<file path="src/rtl/dsp_mac_pkg.sv">
package dsp_mac_pkg;
  localparam int WORD_W = 32;
  localparam int HALF_W = 16;
  localparam int ACC_W  = 56;
  localparam int EXT_W  = 64;
  localparam int SAT_W  = ACC_W - 8;

  typedef enum logic [3:0] {
    OP_MAC_HI  = 4'd0,  OP_MAC_LO  = 4'd1,  OP_MAC_WHI = 4'd2,  OP_MAC_WLO = 4'd3,
    OP_MUL_HI  = 4'd4,  OP_MUL_LO  = 4'd5,  OP_MUL_WHI = 4'd6,  OP_MUL_WLO = 4'd7,
    OP_RD_HI   = 4'd8,  OP_RD_MID  = 4'd9,  OP_RD_LO   = 4'd10, OP_WR_HI   = 4'd11,
    OP_WR_LO   = 4'd12, OP_RND_W   = 4'd13, OP_RND_H   = 4'd14, OP_RSVD    = 4'd15
  } mac_op_e;

  typedef enum logic [1:0] {SL_HI = 2'd0, SL_MID = 2'd1, SL_LO = 2'd2} slice_e;

  localparam logic [EXT_W-1:0] ONE_X     = EXT_W'(1);
  localparam logic [EXT_W-1:0] RND_ADD_W = ONE_X << (HALF_W - 1);
  localparam logic [EXT_W-1:0] RND_ADD_H = ONE_X << (WORD_W - 1);
  localparam logic [EXT_W-1:0] POS_LIM   = (ONE_X << (SAT_W - 1)) - ONE_X;
  localparam logic [EXT_W-1:0] MASK_W    = ~((ONE_X << HALF_W) - ONE_X);
  localparam logic [EXT_W-1:0] MASK_H    = ~((ONE_X << WORD_W) - ONE_X);
  localparam logic [EXT_W-1:0] SAT_MAX_W = POS_LIM & MASK_W;
  localparam logic [EXT_W-1:0] SAT_MAX_H = POS_LIM & MASK_H;
  localparam logic [EXT_W-1:0] SAT_MIN   = ~POS_LIM;
endpackage

</file>
<file path="src/rtl/dsp_mac_mult.sv">
module dsp_mac_mult
  import dsp_mac_pkg::*;
(
  input  logic [WORD_W-1:0] a_i,
  input  logic [WORD_W-1:0] b_i,
  input  logic              low_half_i,
  input  logic              word_mode_i,
  output logic [ACC_W-1:0]  prod_o
);
  localparam int HH_W = 2 * HALF_W;
  localparam int WH_W = WORD_W + HALF_W;

  logic signed [HALF_W-1:0] a_h, b_h;
  logic signed [HH_W-1:0]   hh;
  logic signed [WH_W-1:0]   wh, wh_sh;

  assign a_h   = low_half_i ? a_i[HALF_W-1:0] : a_i[WORD_W-1:HALF_W];
  assign b_h   = low_half_i ? b_i[HALF_W-1:0] : b_i[WORD_W-1:HALF_W];
  assign hh    = a_h * b_h;
  assign wh    = $signed(a_i) * b_h;
  assign wh_sh = wh >>> HALF_W;

  always_comb begin
    if (word_mode_i) prod_o = {{(ACC_W-WH_W){wh_sh[WH_W-1]}}, wh_sh};
    else             prod_o = {{(ACC_W-HH_W){hh[HH_W-1]}}, hh};
  end
endmodule

</file>
<file path="src/rtl/dsp_mac_round.sv">
module dsp_mac_round
  import dsp_mac_pkg::*;
(
  input  logic [EXT_W-1:0] acc_ext_i,
  input  logic             s1_half_i,
  input  logic [EXT_W-1:0] tmp_i,
  input  logic             s2_half_i,
  output logic [EXT_W-1:0] step1_o,
  output logic [ACC_W-1:0] step2_o
);
  logic [EXT_W-1:0] max_lim, mask;
  logic             over, under;

  // step 1: double and add rounding constant
  assign step1_o = (acc_ext_i << 1) + (s1_half_i ? RND_ADD_H : RND_ADD_W);

  // step 2: clamp, then truncate fractional part
  assign max_lim = s2_half_i ? SAT_MAX_H : SAT_MAX_W;
  assign mask    = s2_half_i ? MASK_H : MASK_W;
  assign over    = $signed(tmp_i) > $signed(max_lim);
  assign under   = $signed(tmp_i) < $signed(SAT_MIN);

  always_comb begin
    if (over)       step2_o = max_lim[ACC_W-1:0];
    else if (under) step2_o = SAT_MIN[ACC_W-1:0];
    else            step2_o = tmp_i[ACC_W-1:0] & mask[ACC_W-1:0];
  end
endmodule

</file>
<file path="src/rtl/dsp_mac_slice.sv">
module dsp_mac_slice
  import dsp_mac_pkg::*;
(
  input  logic [EXT_W-1:0]  acc_ext_i,
  input  slice_e            sel_i,
  output logic [WORD_W-1:0] word_o
);
  localparam int MID_LSB = HALF_W;
  localparam int HI_LSB  = EXT_W - WORD_W;

  always_comb begin
    unique case (sel_i)
      SL_HI:   word_o = acc_ext_i[HI_LSB +: WORD_W];
      SL_MID:  word_o = acc_ext_i[MID_LSB +: WORD_W];
      default: word_o = acc_ext_i[0 +: WORD_W];
    endcase
  end
endmodule

</file>
<file path="src/rtl/dsp_mac_unit.sv">
module dsp_mac_unit
  import dsp_mac_pkg::*;
(
  input  logic              clk_i,
  input  logic              rst_ni,
  input  logic              valid_i,
  input  logic [3:0]        op_i,
  input  logic [WORD_W-1:0] src_a_i,
  input  logic [WORD_W-1:0] src_b_i,
  output logic [WORD_W-1:0] rdata_o,
  output logic              busy_o,
  output logic              done_o
);
  localparam int UP_W = ACC_W - WORD_W;

  mac_op_e          op;
  logic [ACC_W-1:0] acc_q, prod, sum, step2;
  logic [EXT_W-1:0] acc_ext, tmp_q, step1;
  logic [WORD_W-1:0] rdata_q, slice_w;
  logic             busy_q, done_q, half_q;
  slice_e           slice_sel;

  assign op      = mac_op_e'(op_i);
  assign acc_ext = {{(EXT_W-ACC_W){acc_q[ACC_W-1]}}, acc_q};
  assign sum     = acc_q + prod;

  always_comb begin
    unique case (op)
      OP_RD_HI:  slice_sel = SL_HI;
      OP_RD_MID: slice_sel = SL_MID;
      default:   slice_sel = SL_LO;
    endcase
  end

  dsp_mac_mult u_mult (
    .a_i         (src_a_i),
    .b_i         (src_b_i),
    .low_half_i  (op_i[0]),
    .word_mode_i (op_i[1]),
    .prod_o      (prod)
  );

  dsp_mac_round u_round (
    .acc_ext_i (acc_ext),
    .s1_half_i (op == OP_RND_H),
    .tmp_i     (tmp_q),
    .s2_half_i (half_q),
    .step1_o   (step1),
    .step2_o   (step2)
  );

  dsp_mac_slice u_slice (
    .acc_ext_i (acc_ext),
    .sel_i     (slice_sel),
    .word_o    (slice_w)
  );

  always_ff @(posedge clk_i or negedge rst_ni) begin
    if (!rst_ni) begin
      acc_q   <= '0;
      tmp_q   <= '0;
      rdata_q <= '0;
      busy_q  <= 1'b0;
      done_q  <= 1'b0;
      half_q  <= 1'b0;
    end else begin
      done_q <= 1'b0;
      if (busy_q) begin
        acc_q  <= step2;
        busy_q <= 1'b0;
        done_q <= 1'b1;
      end else if (valid_i) begin
        unique case (op)
          OP_MAC_HI, OP_MAC_LO, OP_MAC_WHI, OP_MAC_WLO: begin
            acc_q  <= sum;
            done_q <= 1'b1;
          end
          OP_MUL_HI, OP_MUL_LO, OP_MUL_WHI, OP_MUL_WLO: begin
            acc_q  <= prod;
            done_q <= 1'b1;
          end
          OP_RD_HI, OP_RD_MID, OP_RD_LO: begin
            rdata_q <= slice_w;
            done_q  <= 1'b1;
          end
          OP_WR_HI: begin
            acc_q[ACC_W-1:WORD_W] <= src_a_i[UP_W-1:0];
            done_q <= 1'b1;
          end
          OP_WR_LO: begin
            acc_q[WORD_W-1:0] <= src_a_i;
            done_q <= 1'b1;
          end
          OP_RND_W, OP_RND_H: begin
            tmp_q  <= step1;
            half_q <= (op == OP_RND_H);
            busy_q <= 1'b1;
          end
          default: ;
        endcase
      end
    end
  end

  assign rdata_o = rdata_q;
  assign busy_o  = busy_q;
  assign done_o  = done_q;
endmodule

</file>
<file path="config.mk">
export PLATFORM = sky130hd
export DESIGN_NAME = dsp_mac_unit
export DESIGN_NICKNAME = d
export VERILOG_FILES = /design/src/rtl/dsp_mac_pkg.sv /design/src/rtl/dsp_mac_mult.sv /design/src/rtl/dsp_mac_round.sv /design/src/rtl/dsp_mac_slice.sv /design/src/rtl/dsp_mac_unit.sv
export SDC_FILE = /design/constraint.sdc
export NUM_CORES = 2
export LEC_CHECK = 0
export BUFFER_PORTS_ARGS = -buffer_cell sky130_fd_sc_hd__buf_2
export CELL_PAD_IN_SITES_DETAIL_PLACEMENT = 0
export CELL_PAD_IN_SITES_GLOBAL_PLACEMENT = 1
export CORE_MARGIN = 4
export CORE_UTILIZATION = 45
export CTS_CLUSTER_DIAMETER = 80
export DETAILED_ROUTE_END_ITERATION = 12
export GPL_ROUTABILITY_DRIVEN = 0
export HOLD_SLACK_MARGIN = 0.1
export PLACE_DENSITY = 0.85
export SETUP_SLACK_MARGIN = 0.2
export SYNTH_ARGS = -nofsm -noshare
export SYNTH_HDL_FRONTEND = slang
export SYNTH_HIERARCHICAL = 1
export SYNTH_SLANG_ARGS = --single-unit
</file>
<file path="constraint.sdc">
create_clock -name clk_i -period 4.85 [get_ports clk_i]
set_input_delay 0.485 -clock clk_i [delete_from_list [all_inputs] [get_ports clk_i]]
set_output_delay 0.485 -clock clk_i [all_outputs]
set_load 0.005 [all_outputs]
</file>
After elaboration in Yosys (flattened, before gate mapping) --
Cells that the tools add are included.
Word-level totals: word-level logic and storage cells 64, output and inout port bits 34, input port bits 71, register bits 155
Operators by class: multipliers 2, reduce and logical (&&, ||, !) cells 14, eq/ne operators 15, add/sub/neg operators 2, multiplexer cells 20, bitwise gates (word level) 2, $lt $le $gt $ge 2
Operators with widths (count):
- 2-to-1 mux 56 bit | 5
- 2-to-1 mux 32 bit | 3
- case mux 32 bit (3 select lines) | 1
- case mux 24 bit (3 select lines) | 1
- adder 64 bit | 1
- greater-than comparator 64 bit | 1
- less-than comparator 64 x 48 -> 1 bit, second input constant | 1
- case mux 32 bit (2 select lines) | 1
- adder 56 bit | 1
- bitwise AND 56 bit | 1
- multiplier 32 x 16 -> 48 bit | 1
- multiplier 16 x 16 -> 32 bit | 1
- 2-to-1 mux 16 bit | 2
- == test 4 bit, second input constant | 7
- == test 4 x 3 -> 1 bit, second input constant | 4
- OR reduction 13 bit | 1
- == test 4 x 2 -> 1 bit, second input constant | 2
- nonzero test 4 bit | 2
- OR reduction 4 bit | 2
- 2-to-1 mux 1 bit | 6
- AND reduction 3 bit | 2
- == test 4 x 1 -> 1 bit, second input constant | 1
- logical NOT 4 bit | 1
- case mux 2 bit (2 select lines) | 1
- 7 further kinds | 8

Longest topological paths before layout --
depth after elaboration 7, depth in mapped cells 41

Cells and area by module --
The synthesis kept the hierarchy.
By module, submodules not included:
- dsp_mac_mult | times used 1, cells each 3252, area an instance 28314.7 um2, sequential area each 0.0 um2
- dsp_mac_unit | times used 1, cells each 1160, area an instance 10502.6 um2, sequential area each 3878.7 um2
- dsp_mac_round | times used 1, cells each 333, area an instance 2332.2 um2, sequential area each 0.0 um2
- dsp_mac_slice | times used 1, cells each 107, area an instance 714.4 um2, sequential area each 0.0 um2

Worst setup path after synthesis --
No wires, ideal clock.
path type input to register, from input port op_i[0], to register acc_q[51], setup time 104 ps, arrival 10050 ps, path slack -5304 ps, cell stages on the path 35, buffers on the path 6, cell sequence buf_4 clkbuf_1 clkbuf_1 buf_1 mux2i_1 nor2_1 fa_1 fa_1 fa_1 fa_1 fa_1 inv_1 fa_1 inv_1 ha_1 a211oi_1 nor2_1 a2111oi_0 nand3_1 nand3_1 nand3_1 and3_1 o31ai_1 nand3b_1 buf_4 ha_1 clkbuf_1 nand2_1 nor2_1 nand3_1 or2_2 o41ai_1 a211o_1 o211ai_1 a221oi_1
Between the ends: word-level cells in the longest chain between the ends 7, elaborated cells on any way between the ends 22, those cells by class 1 x add/sub; 2 x mul; 8 x eq/ne; 6 x mux; 5 x reduce/logical
RTL lines:
- from (decl) | line dsp_mac_unit.sv:7 | input logic [3:0] op_i,
- 2-to-1 mux 16 bit, on equally long branches | line dsp_mac_mult.sv:18, dsp_mac_mult.sv:17
- multiplier 32 x 16 -> 48 bit or multiplier 16 x 16 -> 32 bit (tied branches) | line dsp_mac_mult.sv:20, dsp_mac_mult.sv:19
- 2-to-1 mux 56 bit * | line dsp_mac_mult.sv:24 | if (word_mode_i) prod_o = {{(ACC_W-WH_W){wh_sh[WH_W-1]}}, wh_sh};
- named net prod[31] | line dsp_mac_unit.sv:17 | logic [ACC_W-1:0] acc_q, prod, sum, step2;
- adder 56 bit * | line dsp_mac_unit.sv:25 | assign sum = acc_q + prod;
- case mux 24 bit (3 select lines) * | line dsp_mac_unit.sv:73 | unique case (op)
- 2-to-1 mux 56 bit * | line dsp_mac_unit.sv:72 | end else if (valid_i) begin
- 2-to-1 mux 56 bit * | line dsp_mac_unit.sv:68 | if (busy_q) begin
- to (signal assigned) | line dsp_mac_unit.sv:69 | acc_q <= step2;
- to (signal assigned) | line dsp_mac_unit.sv:75 | acc_q <= sum;
- to (signal assigned) | line dsp_mac_unit.sv:79 | acc_q <= prod;
- to (decl) | line dsp_mac_unit.sv:17
Mark *: on every way through the listed nets, which the timed path passes. The rest lies on a longest branch. The select of a mux whose other input is x is not followed. A chain may end at the register's enable or synchronous reset.

Worst setup path after layout --
from input port op_i[0], to register acc_q[44]
Same word-level chain as after synthesis.

==> impl_metrics.env <==
export IMPL_yosysMostFrequentCell="sky130_fd_sc_hd__inv_1"
export IMPL_ys_seq_elements=155
export IMPL_first_global_vias=39600
export IMPL_post_synth_xor_area_fraction_pct=3.26
export IMPL_max_slew_margin_pct=35.7
export IMPL_drv_max_cap_violation_count=0
export IMPL_groute_usage_overall_pct=29.5
export IMPL_worst_r2r_cell_count=10
export IMPL_drc=0
export IMPL_violations="setup timing"
export IMPL_maxClockFrequency_mhz=110
export IMPL_finish_net_count=6702
export IMPL_ios=105
export IMPL_ys_async_sr_fraction_pct=100
export IMPL_cts_tree="yes"
export IMPL_run_status="complete, but fails checks"
export IMPL_number_of_antenna_violations_at_the_first_check_in_global_routing=8
export IMPL_rows=111
export IMPL_insertion_delay_ns=0.45
export IMPL_period_needed_ns=9.09
export IMPL_synthesized_area_fraction_occupied_by_and_or_nand_nor_cells_pct=15.4
export IMPL_crit_reg2reg_capture="acc_q[28]$_DFFE_PN0P_"
export IMPL_mappedNetlistArea_sq_um=41900
export IMPL_total_grt_overflow=0
export IMPL_post_synth_top_area_cell="sky130_fd_sc_hd__fa_1"
export IMPL_yosys_mux_area_fraction_pct=5.59
export IMPL_finalCritPeriodShare_pct=187
export IMPL_synthCells=4852
export IMPL_grt_pass1_wl_microns=225000
export IMPL_clock_path_buffers=2
export IMPL_via_per_inst=5.52
export IMPL_transition_time_at_the_pin_with_the_least_slew_margin_ns=0.961
export IMPL_hold_buffers=0
export IMPL_dominant_combinational_cell_family_by_area_after_synthesis="adder cells"
export IMPL_minimum_hold_slack_ns=0.128
export IMPL_yosys_warnings=6
export IMPL_synth_compound_area_share_pct=10.7
export IMPL_dp_hpwl_microns=115000
export IMPL_synthDominantCellAreaShare_pct=35.8
export IMPL_cp_common_cell="sky130_fd_sc_hd__fa_1"
export IMPL_synth_seq_area_share_pct=9.27
export IMPL_critical_path_startpoint_type="input pin"
export IMPL_cts_sinks=155
export IMPL_clkSlewWorstSetupHoldPaths_ns=0.07
export IMPL_cp_peak_stage_delay_ns=0.53
export IMPL_core_area_sq_um=91900
export IMPL_drt_pre_antenna_iters=7
export IMPL_clock_skew_ns=0.0136
export IMPL_critical_path_slowest_cell="sky130_fd_sc_hd__a2111oi_4"
export IMPL_seqCellArea_sq_um=3880
export IMPL_class_of_the_most_critical_hold_timing_path="input pin to asynchronous set/reset pin"
export IMPL_setup_slack_ns=-4.24
export IMPL_hold_violations=0
export IMPL_buffer_type_at_the_clock_tree_root="sky130_fd_sc_hd__clkbuf_16"
export IMPL_multi_input_area_sq_um=36400
export IMPL_crit_arrival_ns=9.47
export IMPL_postRouteWirelength_microns=145000
export IMPL_numCtsBuffers=17
export IMPL_die_w_microns=313
export IMPL_drive_above_1_share_pct=29.8
export IMPL_path_class="input pin to flip-flop"
export IMPL_fp_dieArea_sq_um=98000
export IMPL_initial_core_util_pct=45.5
export IMPL_worst_endpoint_required_ns=5.23
export IMPL_synth_top_cells_by_count="sky130_fd_sc_hd__inv_1, sky130_fd_sc_hd__fa_1, sky130_fd_sc_hd__nand2_1"
export IMPL_die_y_microns=313
export IMPL_crit_path_end_kind="flip-flop"
export IMPL_detailroute_via_count=37800
export IMPL_htree_levels=4
export IMPL_antenna_diode_count=0
export IMPL_maximum_number_of_pins_on_one_net_before_global_route_repair=89
export IMPL_drtIter0Drc=3303
export IMPL_place_port_buffers=104
export IMPL_number_of_filler_cells_placed_in_the_layout=7755
export IMPL_synth_main_ff_cell="sky130_fd_sc_hd__dfrtp_1"
export IMPL_crit_reg2reg_launch="half_q$_DFFE_PN0P_"
export IMPL_yosysUniqueCellTypes=94
export IMPL_number_of_synthesized_flops_with_an_enable_pin=0
export IMPL_route_antenna_remaining_nets=0
export IMPL_yosys_area_share_adder_pct=44.2
export IMPL_finalMaxSlewViolations=0
export IMPL_setup_viol=56
export IMPL_cell_types_with_the_largest_area_share_after_synthesis="sky130_fd_sc_hd__fa_1, sky130_fd_sc_hd__dfrtp_1, sky130_fd_sc_hd__ha_1"
export IMPL_worst_path_maximum_fanout=6
export IMPL_r2r_setup_slack_ns=1.32
export IMPL_postSynthAreaPerCell_sq_um=8.63
export IMPL_grt_setup_unrepaired="yes"
export IMPL_wl_per_cell_microns=21.1
export IMPL_area_delta_synth_final_pct=28.9
-- worst max-delay path by stage --
stage	start	to	slack [ns]	cells past startpoint
after detailed placement	op_i[0]	acc_q[48]$_DFFE_PN0P_	-4.83	34
after global routing	op_i[0]	acc_q[46]$_DFFE_PN0P_	-4.39	42
after floorplan	op_i[0]	acc_q[53]$_DFFE_PN0P_	-4.01	37
after global placement	op_i[0]	acc_q[48]$_DFFE_PN0P_	-4.74	37
after CTS	op_i[0]	acc_q[52]$_DFFE_PN0P_	-4.05	36
final	op_i[0]	acc_q[44]$_DFFE_PN0P_	-4.24	42
-- layout make-up --
cell class / count / area share (%)
Inverter: 919 / 6.40
Multi-Input combinational cell: 3504 / 67.4
Tap cell: 1243 / 2.88
Timing Repair Buffer: 1003 / 15.0
Clock inverter: 12 / 0.306
Sequential cell: 155 / 7.19
Clock buffer: 19 / 0.839
-- state kept, by name (all words and copies together) (netlist names) --
register	flops
busy_o	1
rdata_o	32
acc_q	56
half_q	1
done_o	1
tmp_q	64
-- cell usage in the layout (no fill, tap or decap), types with 17 or more instances in the layout --
master                      count
sky130_fd_sc_hd__a21o_1        73
sky130_fd_sc_hd__a21oi_1       90
sky130_fd_sc_hd__a21oi_2       61
sky130_fd_sc_hd__a21oi_4       20
sky130_fd_sc_hd__a221oi_1      24
sky130_fd_sc_hd__a22oi_1       24
sky130_fd_sc_hd__and2_1       157
sky130_fd_sc_hd__and2_4        25
sky130_fd_sc_hd__and3_1        18
sky130_fd_sc_hd__buf_12        38
sky130_fd_sc_hd__buf_2        102
sky130_fd_sc_hd__buf_4        789
sky130_fd_sc_hd__buf_6         68
sky130_fd_sc_hd__clkbuf_16     17
sky130_fd_sc_hd__conb_1        17
sky130_fd_sc_hd__dfrtp_1      154
sky130_fd_sc_hd__fa_1         718
sky130_fd_sc_hd__fa_2          30
sky130_fd_sc_hd__ha_1         215
sky130_fd_sc_hd__ha_4          62
sky130_fd_sc_hd__inv_1        891
sky130_fd_sc_hd__inv_2         25
sky130_fd_sc_hd__mux2_2       114
sky130_fd_sc_hd__mux2_4        21
sky130_fd_sc_hd__mux2i_1       69
sky130_fd_sc_hd__nand2_1      642
sky130_fd_sc_hd__nand2_2       26
sky130_fd_sc_hd__nand3_1       43
sky130_fd_sc_hd__nand4_1       42
sky130_fd_sc_hd__nor2_1       234
sky130_fd_sc_hd__nor2_2        17
sky130_fd_sc_hd__nor2b_1       37
sky130_fd_sc_hd__nor3_1        23
sky130_fd_sc_hd__o211ai_1      28
sky130_fd_sc_hd__o21ai_0       40
sky130_fd_sc_hd__o21ai_1      115
sky130_fd_sc_hd__o21ai_2       29
sky130_fd_sc_hd__xnor2_1       99
sky130_fd_sc_hd__xor2_1        42
-- critical path: cells and delay by family --
family | cells | cell delay, ns
buffers and inverters | 13 | 1.41
adder cells (fa/ha/maj) | 8 | 3.18
XOR/XNOR | 2 | 0.31
multiplexers | 1 | 0.39
AO/OA/AOI/OAI | 13 | 2.71
AND/OR/NAND/NOR | 5 | 0.94
-- kinds of logic (layout without fill, tap and decap cells) --
kind of cell / Yosys count / count (layout)
other cells: 1 / 17
xor+xnor: 156 / 156
fa+ha+maj: 1031 / 1031
mux: 217 / 220
simple gates: 1403 / 1403
buf+inv: 1212 / 1953
flops: 155 / 155
compound gates: 677 / 677
-- routing by layer --
| metal | vias up | global-route usage, % | share of wire, % |
|---|---|---|---|
| met5 | - | 0.692 | 0.063 |
| met4 | 2 | 13.3 | 5.5 |
| met3 | 387 | 5.92 | 8.9 |
| met2 | 1680 | 47.1 | 46 |
| met1 | 19000 | 38.8 | 40 |
| li1 | 16700 | - | - |
-- per-stage QoR --
step | worst slack, ns | std cells | util [%] | setup TNS [ns] | instance area, sq um
floorplan | -4.01 | 4868 | - | -182.32 | 43500
global placement | -4.74 | 6680 | 54.3 | -234.72 | 49900
detailed placement | -4.83 | 6680 | 54.3 | -239.74 | 49900
CTS | -4.05 | 6799 | 57.3 | -195.00 | 52700
global route | -4.39 | 6855 | 58.7 | -221.27 | 54000
finish | -4.24 | 6855 | 58.7 | -209.65 | 54000
-- repair_timing --
action	4_1_cts	5_1_grt
setup buffers	83	56
cloned	5	0
setup endpoints to repair	56	56
pin swaps	169	143
gates resized for setup	347	187
Power is left out: the tool's default activity adds up to more than one toggle a clock period on the data nets, which glitch-free logic cannot reach.
